==> src/rtl/ramp_pkg.sv <==
// Shared types for the PLL ramp controller.
package ramp_pkg;
    typedef enum logic [3:0] {
        ST_IDLE, ST_SEL, ST_T1, ST_T2, ST_T3, ST_TGT, ST_CMP,
        ST_K, ST_Q, ST_N, ST_WRITE, ST_LOCK, ST_DONE
    } ramp_state_e;

    typedef enum logic {OP_MUL, OP_DIV} arith_op_e;
endpackage

==> src/rtl/ramp_arith.sv <==
// Sequential arithmetic unit: unsigned multiply (shift-add) or divide
// (restoring), one result bit per cycle, W cycles per operation.
// Assumes go is only raised while idle and b is nonzero for a divide.
module ramp_arith import ramp_pkg::*; #(
    parameter int W = 32
) (
    input  logic         clk,
    input  logic         rst_n,
    input  logic         go,
    input  arith_op_e    op,
    input  logic [W-1:0] a,
    input  logic [W-1:0] b,
    output logic [W-1:0] res,
    output logic         rdy
);
    localparam int CW = $clog2(W) + 1;

    logic          run;
    logic [CW-1:0] cnt;
    logic [W-1:0]  acc, opa, opb;
    arith_op_e     op_q;
    logic [W:0]    shl, diff;

    // Trial subtraction for one restoring-divide step.
    always_comb begin
        shl  = {acc, opa[W-1]};
        diff = shl - {1'b0, opb};
    end

    // Operation sequencer and datapath registers.
    always_ff @(posedge clk) begin
        if (!rst_n) begin
            run <= 1'b0; rdy <= 1'b0; cnt <= '0;
            acc <= '0; opa <= '0; opb <= '0; op_q <= OP_MUL;
        end else begin
            rdy <= 1'b0;
            if (go && !run) begin
                run <= 1'b1; cnt <= '0; acc <= '0;
                opa <= a; opb <= b; op_q <= op;
            end else if (run) begin
                if (op_q == OP_MUL) begin
                    if (opb[0]) acc <= acc + opa;
                    opa <= opa << 1;
                    opb <= opb >> 1;
                end else if (shl >= {1'b0, opb}) begin
                    acc <= diff[W-1:0];
                    opa <= {opa[W-2:0], 1'b1};
                end else begin
                    acc <= shl[W-1:0];
                    opa <= {opa[W-2:0], 1'b0};
                end
                cnt <= cnt + 1'b1;
                if (cnt == CW'(W - 1)) begin
                    run <= 1'b0;
                    rdy <= 1'b1;
                end
            end
        end
    end

    assign res = (op_q == OP_MUL) ? acc : opa;


    arith_go_idle_chk: assert property (@(posedge clk) disable iff (!rst_n)
        go |-> !run);

    arith_rdy_pulse_chk: assert property (@(posedge clk) disable iff (!rst_n)
        rdy |=> !rdy);
endmodule

==> src/rtl/ramp_lock_wait.sv <==
// Lock wait timer: counts cycles while armed, reports lock seen or the
// limit passed. Assumes arm drops for at least one cycle between waits.
module ramp_lock_wait #(
    parameter int TW = 16
) (
    input  logic          clk,
    input  logic          rst_n,
    input  logic          arm,
    input  logic          lock,
    input  logic [TW-1:0] limit,
    output logic          seen,
    output logic          expired
);
    logic [TW-1:0] cnt;

    // Count armed cycles, saturating; cleared whenever not armed.
    always_ff @(posedge clk) begin
        if (!rst_n || !arm) cnt <= '0;
        else if (cnt != '1) cnt <= cnt + 1'b1;
    end

    assign seen    = arm && lock;
    assign expired = arm && !lock && (cnt >= limit);


    wait_restart_chk: assert property (@(posedge clk) disable iff (!rst_n)
        $rose(arm) |-> (cnt == '0));
endmodule

==> src/rtl/pll_ramp_ctrl.sv <==
// PLL frequency ramp controller. Decides whether the CPU or interconnect
// branch requires a ramp, then writes numerator steps with a lock wait
// after each. Assumes configuration inputs are stable during a run and
// that lock falls on the edge that takes a strobe.
module pll_ramp_ctrl import ramp_pkg::*; #(
    parameter int FREQ_W       = 16,
    parameter int DEN_W        = 6,
    parameter int NUM_W        = 16,
    parameter int DIV_W        = 8,
    parameter int WORD_W       = 32,
    parameter int TMO_W        = 16,
    parameter int ARITH_W      = 32,
    parameter int CPU_THR_MHZ  = 900,
    parameter int NOC_THR_MHZ  = 300,
    parameter int CPU_STEP_MHZ = 50,
    parameter int NOC_STEP_MHZ = 25
) (
    input  logic              clk,
    input  logic              rst_n,
    input  logic              start,
    input  logic              lock,
    input  logic [FREQ_W-1:0] ref_mhz,
    input  logic [DEN_W-1:0]  den,
    input  logic [NUM_W-1:0]  final_numer,
    input  logic              cpu_sel,
    input  logic [DIV_W-1:0]  cpu_pre,
    input  logic [DIV_W-1:0]  cpu_post,
    input  logic              noc_sel,
    input  logic [DIV_W-1:0]  noc_pre,
    input  logic [DIV_W-1:0]  noc_post,
    input  logic [TMO_W-1:0]  lock_limit,
    output logic [WORD_W-1:0] cfg_word,
    output logic              cfg_wr,
    output logic              busy,
    output logic              done,
    output logic              err
);
    localparam int PAD_W = WORD_W - NUM_W - DEN_W;

    ramp_state_e        state;
    logic               src_noc, last, issued;
    logic [ARITH_W-1:0] t_reg, t3, k, tgt_f, cur_f, step_f;
    logic [ARITH_W-1:0] op_a, op_b, res, thr_sel, nf;
    logic [DIV_W-1:0]   sel_pre, sel_post;
    logic               op_go, rdy, seen, expired, arith_st, cur_sel;
    arith_op_e          op_sel;

    // Branch-dependent divider counts, threshold and selection.
    always_comb begin
        sel_pre  = src_noc ? noc_pre  : cpu_pre;
        sel_post = src_noc ? noc_post : cpu_post;
        thr_sel  = src_noc ? ARITH_W'(NOC_THR_MHZ) : ARITH_W'(CPU_THR_MHZ);
        cur_sel  = src_noc ? noc_sel : cpu_sel;
        nf       = cur_f + step_f;
    end

    // Operand routing to the shared arithmetic unit per state.
    always_comb begin
        op_sel = OP_MUL; op_a = '0; op_b = ARITH_W'(1); arith_st = 1'b1;
        case (state)
            ST_T1:  begin op_sel = OP_DIV; op_a = ARITH_W'(ref_mhz);
                          op_b = ARITH_W'(den) + 1'b1; end
            ST_T2:  begin op_a = t_reg; op_b = ARITH_W'(final_numer) + 1'b1; end
            ST_T3:  begin op_a = ARITH_W'(sel_pre) + 1'b1;
                          op_b = ARITH_W'(sel_post) + 1'b1; end
            ST_TGT: begin op_sel = OP_DIV; op_a = t_reg; op_b = t3; end
            ST_K:   begin op_a = t3; op_b = ARITH_W'(den) + 1'b1; end
            ST_Q:   begin op_sel = OP_DIV; op_a = cur_f; op_b = ARITH_W'(ref_mhz); end
            ST_N:   begin op_a = t_reg; op_b = k; end
            default: arith_st = 1'b0;
        endcase
        op_go = arith_st && !issued;
    end

    ramp_arith #(.W(ARITH_W)) u_arith (
        .clk(clk), .rst_n(rst_n), .go(op_go), .op(op_sel),
        .a(op_a), .b(op_b), .res(res), .rdy(rdy)
    );

    ramp_lock_wait #(.TW(TMO_W)) u_wait (
        .clk(clk), .rst_n(rst_n), .arm(state == ST_LOCK), .lock(lock),
        .limit(lock_limit), .seen(seen), .expired(expired)
    );

    // Main sequence: decision, step numerators, writes and lock waits.
    always_ff @(posedge clk) begin
        if (!rst_n) begin
            state <= ST_IDLE; src_noc <= 1'b0; last <= 1'b0; issued <= 1'b0;
            t_reg <= '0; t3 <= '0; k <= '0; tgt_f <= '0; cur_f <= '0;
            step_f <= '0; cfg_word <= '0; err <= 1'b0;
        end else begin
            if (op_go) issued <= 1'b1;
            if (rdy)   issued <= 1'b0;
            case (state)
                ST_IDLE: if (start) begin
                    state <= ST_SEL; src_noc <= 1'b0; last <= 1'b0; err <= 1'b0;
                end
                ST_SEL: if (cur_sel) state <= ST_T1;
                    else if (!src_noc) src_noc <= 1'b1;
                    else begin
                        last <= 1'b1; state <= ST_WRITE;
                        cfg_word <= {{PAD_W{1'b0}}, den, final_numer};
                    end
                ST_T1:  if (rdy) begin t_reg <= res; state <= ST_T2; end
                ST_T2:  if (rdy) begin t_reg <= res; state <= ST_T3; end
                ST_T3:  if (rdy) begin t3 <= res; state <= ST_TGT; end
                ST_TGT: if (rdy) begin tgt_f <= res; state <= ST_CMP; end
                ST_CMP: if (tgt_f > thr_sel) begin
                        cur_f <= thr_sel; state <= ST_K;
                        step_f <= src_noc ? ARITH_W'(NOC_STEP_MHZ) : ARITH_W'(CPU_STEP_MHZ);
                    end else if (!src_noc) begin
                        src_noc <= 1'b1; state <= ST_SEL;
                    end else begin
                        last <= 1'b1; state <= ST_WRITE;
                        cfg_word <= {{PAD_W{1'b0}}, den, final_numer};
                    end
                ST_K:   if (rdy) begin k <= res; state <= ST_Q; end
                ST_Q:   if (rdy) begin t_reg <= res; state <= ST_N; end
                ST_N:   if (rdy) begin
                        cfg_word <= {{PAD_W{1'b0}}, den, NUM_W'(res - 1'b1)};
                        state <= ST_WRITE;
                    end
                ST_WRITE: state <= ST_LOCK;
                ST_LOCK: if (expired) begin
                        err <= 1'b1; state <= ST_IDLE;
                    end else if (seen) begin
                        if (last) state <= ST_DONE;
                        else if (nf < tgt_f) begin cur_f <= nf; state <= ST_Q; end
                        else begin
                            last <= 1'b1; state <= ST_WRITE;
                            cfg_word <= {{PAD_W{1'b0}}, den, final_numer};
                        end
                    end
                default: state <= ST_IDLE;
            endcase
        end
    end

    assign cfg_wr = (state == ST_WRITE);
    assign done   = (state == ST_DONE);
    assign busy   = (state != ST_IDLE) && (state != ST_DONE);


    no_wr_in_wait_chk: assert property (@(posedge clk) disable iff (!rst_n)
        (state == ST_LOCK && !lock) |=> !cfg_wr);

    done_pulse_chk: assert property (@(posedge clk) disable iff (!rst_n)
        done |=> !done);

    done_after_lock_chk: assert property (@(posedge clk) disable iff (!rst_n)
        done |-> $past(lock));

    den_field_chk: assert property (@(posedge clk) disable iff (!rst_n)
        cfg_wr |-> (cfg_word[NUM_W +: DEN_W] == den));

    err_stops_chk: assert property (@(posedge clk) disable iff (!rst_n)
        $rose(err) |-> (!busy && !cfg_wr && !done));

    start_busy_chk: assert property (@(posedge clk) disable iff (!rst_n)
        (busy && state != ST_LOCK && state != ST_SEL && state != ST_CMP) |=> busy);
endmodule

==> config.mk <==
export PLATFORM = sky130hd
export DESIGN_NAME = pll_ramp_ctrl
export DESIGN_NICKNAME = d
export VERILOG_FILES = /design/src/rtl/ramp_pkg.sv /design/src/rtl/ramp_arith.sv /design/src/rtl/ramp_lock_wait.sv /design/src/rtl/pll_ramp_ctrl.sv
export SDC_FILE = /design/constraint.sdc
export NUM_CORES = 1
export LEC_CHECK = 0
export ABC_CLOCK_PERIOD_IN_PS = 4400
export BUFFER_PORTS_ARGS = -buffer_cell sky130_fd_sc_hd__clkbuf_2
export CAP_MARGIN = 40
export CORE_MARGIN = 2
export CORE_UTILIZATION = 25
export DETAILED_ROUTE_END_ITERATION = 8
export PLACE_DENSITY_LB_ADDON = 0.05
export REMOVE_ABC_BUFFERS = 1
export SLEW_MARGIN = 20
export SYNTH_ARGS = -nofsm -noshare
export SYNTH_HDL_FRONTEND = slang
export SYNTH_SLANG_ARGS = --single-unit
==> constraint.sdc <==
create_clock -name clk -period 4.4 [get_ports clk]
set_input_delay 0 -clock clk [delete_from_list [all_inputs] [get_ports clk]]
set_output_delay 0 -clock clk [all_outputs]
set_load 0.005 [all_outputs]
Yosys cells after proc, flatten, opt, wreduce, memory -nomap -nowiden
Index checks and enable logic that the tools add are counted.
{"block": "totals", "register_bits": 353, "elab_cells": 183, "out_inout_bits": 36}
{"block": "op_classes", "order_cmp": 4, "muxes": 70, "n_bitwise": 2, "addsub": 10, "eq_ne": 35, "reduce_logical": 42}
{"cell": "$mux 32", "n": 22}
{"cell": "$pmux 32 s6", "n": 1}
{"cell": "$pmux 32 s5", "n": 1}
{"cell": "$pmux 32 s4", "n": 1}
{"cell": "$add 32x32->32", "n": 2}
{"cell": "$pmux 32 s2", "n": 1}
{"cell": "$mux 4", "n": 14}
{"cell": "$pmux 4 s12", "n": 1}
{"cell": "$ge 33x32->1", "n": 1}
{"cell": "$gt 32x10->1", "n": 1}
{"cell": "$lt 32x32->1", "n": 1}
{"cell": "$sub 32x32->32", "n": 1}
{"cell": "$ne 2x2->1 const B", "n": 11}
{"cell": "$eq 4x4->1 const B", "n": 5}
{"cell": "$mux 1", "n": 20}
{"cell": "$add 8x1->9 const B", "n": 2}
{"cell": "$add 16x1->17 const B", "n": 1}
{"cell": "$add 16x1->16 const B", "n": 1}
{"cell": "$eq 4x3->1 const B", "n": 4}
{"cell": "$ge 16x16->1", "n": 1}
{"cell": "$mux 8", "n": 2}
{"cell": "$ne 16x16->1 const B", "n": 1}
{"cell": "$sub 16x1->16 const B", "n": 1}
{"cell": "$ne 2x1->1 const B", "n": 7}
{"cell": "other kinds (31)", "n": 60}

Longest topological paths before layout
{"block": "depth", "word_depth": 7, "depth_mapped": 23}

Cells and area by module
A second synthesis with hierarchy kept.
{"block": "hier_totals", "cells_unflattened": 2735, "area_unflattened_um2": 21170.3}
{"module": "pll_ramp_ctrl", "area_per_inst_um2": 11310.8, "seq_area_each_um2": 3863.7, "n_inst": 1, "cells_each": 1512}
{"module": "ramp_arith", "area_per_inst_um2": 8620.8, "seq_area_each_um2": 2102.0, "n_inst": 1, "cells_each": 1062}
{"module": "ramp_lock_wait", "area_per_inst_um2": 1238.7, "seq_area_each_um2": 320.3, "n_inst": 1, "cells_each": 161}

Worst setup path after synthesis
OpenSTA, ideal clock, no wires.
{"block": "synth_path", "kind": "flip-flop to flip-flop", "start": "reg cur_f[0]", "end": "reg cfg_word[0]", "arrival_time_ns": 4.630, "required_time_ns": 4.313, "setup_slack_ns": -0.318, "stages_incl_launch_ff": 23, "period_less_slack_ns": 4.718, "cell_sequence": "dfxtp_1 > ha_1 > fa_1 > a31oi_1 > o21bai_1 > a21oi_1 > nor2b_1 > and3_1 > and3_1 > buf_2 > and3_1 > xor2_1 > ha_1 > a21o_1 > a21o_1 > a21o_1 > a211o_1 > o211ai_1 > o221ai_2 > o211ai_2 > clkbuf_1 > nand3_1 > o31ai_1"}
{"block": "synth_between", "elab_chain_len": 4}
{"element": "start: declaration", "line_no": "pll_ramp_ctrl.sv:42", "text": "logic [ARITH_W-1:0] t_reg, t3, k, tgt_f, cur_f, step_f;"}
{"element": "start signal: assignment", "line_no": "pll_ramp_ctrl.sv:89", "text": "t_reg <= '0; t3 <= '0; k <= '0; tgt_f <= '0; cur_f <= '0;"}
{"element": "start signal: assignment", "line_no": "pll_ramp_ctrl.sv:109", "text": "cur_f <= thr_sel; state <= ST_K;"}
{"element": "start signal: assignment", "line_no": "pll_ramp_ctrl.sv:128", "text": "else if (nf < tgt_f) begin cur_f <= nf; state <= ST_Q; end"}
{"element": "$add 32x32->32", "line_no": "pll_ramp_ctrl.sv:54", "text": "nf = cur_f + step_f;"}
{"element": "$lt 32x32->1", "line_no": "pll_ramp_ctrl.sv:128"}
{"element": "$ne 2x2->1 (no source line)"}
{"element": "$reduce_and 8->1 (no source line)"}
{"element": "end signal: assignment", "line_no": "pll_ramp_ctrl.sv:115", "text": "cfg_word <= {{PAD_W{1'b0}}, den, final_numer};"}
{"element": "end signal: assignment", "line_no": "pll_ramp_ctrl.sv:120", "text": "cfg_word <= {{PAD_W{1'b0}}, den, NUM_W'(res - 1'b1)};"}
{"element": "end signal: assignment", "line_no": "pll_ramp_ctrl.sv:131", "text": "cfg_word <= {{PAD_W{1'b0}}, den, final_numer};"}
{"element": "end: declaration", "line_no": "pll_ramp_ctrl.sv:32", "text": "output logic [WORD_W-1:0] cfg_word,"}
No other way between the ends.
A chain may end at the register's enable or synchronous reset.

Final worst setup path
{"block": "layout_path", "start": "reg step_f[3]", "end": "reg cfg_word[5]"}
{"block": "layout_between", "elab_chain_len": 4}
{"element": "start: declaration", "line_no": "pll_ramp_ctrl.sv:42"}
{"element": "start signal: assignment", "line_no": "pll_ramp_ctrl.sv:110", "text": "step_f <= src_noc ? ARITH_W'(NOC_STEP_MHZ) : ARITH_W'(CPU_STEP_MHZ);"}
{"element": "$add 32x32->32", "line_no": "pll_ramp_ctrl.sv:54"}
{"element": "$lt 32x32->1", "line_no": "pll_ramp_ctrl.sv:128"}
{"element": "$ne 2x2->1 (no source line)"}
{"element": "$reduce_and 8->1 (no source line)"}
No other way between the ends.

==> results.tsv <==
stage	metric	value	unit
detailed_routing	drtIter0Drc	1384	
clock_tree	cts_root_buf	clkbuf_16	
power_and_ir_drop	ir_drop	0.8481	mV
detailed_routing	wl	81.35	mm
cells_and_area	fillers	8635	
detailed_routing	first_pass_iters	6	
critical_path	cp.required	4.83	ns
global_route	antenna_found_initial	3	
cells_and_area	fin_util	31.24	%
logic_synthesis	avgSynthCellArea	7.866	µm²
sta	period_share	101.5	%
clock_tree	cts_tree	yes	
power_and_ir_drop	p_int	9.686	mW
clock_tree	cts.path.max_buffers	3	
clock_tree	clk_transition_reported_paths	0.06	ns
power_and_ir_drop	sw_frac_of_total	47.55	%
sta	hold_viol	0	
logic_synthesis	yosys_warnings	0	
sta	rsz0062_at_grt	true	
power_and_ir_drop	power_leakage	9.809	nW
sta	fin_skew	0.02795	ns
global_route	grt_usage	19.12	%
cells_and_area	layout-drive-gt1-share	16.41	%
global_route	use_met1	24.33	%
logic_synthesis	synth_edf_count	0	
power_and_ir_drop	combPwrFrac	60.5	%
power_and_ir_drop	power_density	733.8	nW/µm²
sta	max_slew_margin	35.55	%
logic_synthesis	ys.flop_type	dfxtp_1	
cells_and_area	syn2layout_area_growth	23.86	%
global_route	first_global_vias	19440	
power_and_ir_drop	clkPwrFrac	20.1	%
clock_tree	clk_latency	0.58	ns
power_and_ir_drop	seq_power_share	19.4	%
die	coreArea	80550	µm²
global_route	grt_max_degree	144	
die	die_x	289.1	µm
die	dieHeight	289.1	µm
critical_path	critPathCaptureType	flop	
cells_and_area	diodes	0	
place	post-place-ws	-0.3706	ns
global_route	grt.busiest_layer	met2	
place	place_congestion	0.8221	
sta	setup_viol	15	
place	port_buffers	117	
cells_and_area	nNetsFinal	2963	
logic_synthesis	syn-cell-area	20320	µm²
sta	tns	-0.3735	ns
logic_synthesis	ys_ff_latch	314	
logic_synthesis	synth.distinct_cells	88	
sta	setup_slack	-0.06805	ns
critical_path	crit_fanout	7	
clock_tree	cts_made_buffers	42	
detailed_routing	vias	19940	
global_route	grt_pass1_wl	121.8	mm
critical_path	worstSetupPathType	reg2reg	
sta	fmax	223.8	MHz
place	hpwl	61.53	mm
detailed_routing	viasPerCell	5.204	
die	std_cell_rows	104	
detailed_routing	drc_errors	0	
detailed_routing	ant_nets	0	
outcome	status	complete, but fails checks	
logic_synthesis	synth-seq-area-share	30.94	%
detailed_routing	wire_per_inst	21.23	µm
sta	finalCriticalPeriod	4.468	ns
job	drv_cap	0	
clock_tree	tritoncts_num_sinks	314	
outcome	violations	setup timing	
logic_synthesis	postSynthCellCount	2583	
critical_path	critPathLaunchType	flop	
die	start_util	25.22	%
global_route	grt_use_met3	3.520	%
power_and_ir_drop	switching_power	8.780	mW
clock_tree	h-tree-depth	2	
min_path	hp-class	in2reg	
global_route	grtUsageMet2	32.67	%
logic_synthesis	postSynth.asyncResetShare	0	%
die	ioPinCount	128	
critical_path	cp.arrival	4.90	ns
global_route	gr-total-overflow	0	
die	dieArea	83560	µm²
sta	slew_violations	0	
sta	worst_slew_pin_slew	0.9632	ns
## synthesized netlist by cell type, drive strengths merged, types with 11 or more instances
cell    number  area share [%]
mux2i       62             3.1
o31ai       24            0.98
nor2b       12            0.37
a221oi      26             1.1
inv        115             2.1
a222oi      44             2.2
o211ai      30             1.1
ha         126             7.8
clkbuf     138             2.5
a21o        57             2.1
nand2      170             3.1
a311oi      14            0.60
a211oi     191             7.1
and2        11            0.34
nor2       373             6.9
nor4        17            0.52
buf         49             1.3
dfxtp      314              31
xnor2       82             3.5
a21oi      198             4.9
and3        25            0.77
nor3        40             1.0
nand4       34             1.1
o21ai      112             2.8
o21a        11            0.41
xor2        58             2.5
nand2b      19            0.59
a31oi       24            0.81
nand3       91             2.3
## repair_timing
item,CTS,global route
resized for setup,73,75
hold buffers,29,0
pin swaps,38,36
hold endpoints to repair,25,0
buffers inserted,4,10
cloned,4,2
setup endpoints to repair,56,56
## layout by cell type, fill, tap and decap left out, types with 33 or more instances in the layout
cell / instances
a222oi_1: 44
xnor2_1: 81
nand2_1: 167
a21oi_1: 192
dfxtp_1: 308
xor2_1: 58
buf_4: 115
a211oi_1: 186
a21o_1: 56
nand4_1: 33
nor2_1: 367
o21ai_0: 77
nand3_1: 57
ha_1: 125
inv_1: 112
mux2i_1: 62
clkbuf_2: 116
nor3_1: 35
clkbuf_16: 45
## per-stage QoR
step	total power [mW]	instance area, µm²	hold WS (ns)	instances
6_report	18.47	25160	0.01364	3832
4_1_cts	18.63	24780	0.0002515	3823
5_1_grt	19.95	25160	0.04347	3832
3_3_place_gp	14.60	22560	0.2707	3707
2_1_floorplan	10.76	19560	0.1175	2405
3_5_place_dp	14.73	22630	0.2788	3712
## worst max-delay path, cell delays in order (launching register included)
cell and delay (ns):
dfxtp_2 0.33, ha_4 0.16, fa_2 0.38, a31oi_4 0.18
o21bai_1 0.12, a21oi_2 0.19, nor2b_2 0.07, and3_4 0.18
and3_4 0.18, and3_4 0.17, xor2_1 0.14, ha_1 0.30
a21o_1 0.18, a21o_1 0.14, a21o_1 0.15, a211o_1 0.25
o211ai_1 0.23, o221ai_4 0.25, o211ai_4 0.27, buf_12 0.20
mux2i_1 0.20, nor2_1 0.05
## layer usage
layer,vias up,wire length (µm)
met1,9609,36360
met3,112,4261
met4,2,2345
li1,9773,-
met5,-,12
met2,445,38370
## power groups by stage
stage / sequential (mW) / combinational, mW / clock, mW
after floorplan: 3.58 / 7.18 / 0
after global placement: 3.64 / 11.0 / 0
after detailed placement: 3.64 / 11.1 / 0
after CTS: 3.58 / 11.2 / 3.84
after global routing: 3.63 / 12.4 / 3.92
final: 3.58 / 11.2 / 3.71
## area by class of cell
class	count	area (µm²)	area share (%)
multi-input combinational	1975	13390	53.19
clock inverter	14	245.2	0.9745
sequential	314	6296	25.02
inverter	116	440.4	1.750
tap	1060	1326	5.270
timing repair buffer	293	2251	8.945
clock buffer	60	1220	4.848
## final timing paths
kind,start,end,slack [ns],cells past startpoint
setup reg to reg,step_f[3],cfg_word[5],-0.07,21
setup / recovery,step_f[3],cfg_word[5],-0.07,21
hold / removal,ref_mhz[7],u_arith.opa[7],0.01,5
hold reg to reg,cfg_word[21],cfg_word[21],0.47,2
## cells by family (layout without fill, tap and decap cells)
kind of cell               Yosys count  after routing  synth area share (%)
AOI/OAI and AO/OA                  815            815                 27.82
muxes                               67             67                 3.332
other                                1             10               0.01846
and+or+nand+nor                    814            814                 17.79
buffers and inverters              303            483                 6.017
DFF                                314            314                 30.94
xor gates and xnor gates           140            140                 6.035
adders and majority gates          129            129                 8.055
(Power assumes the default switching activity.)
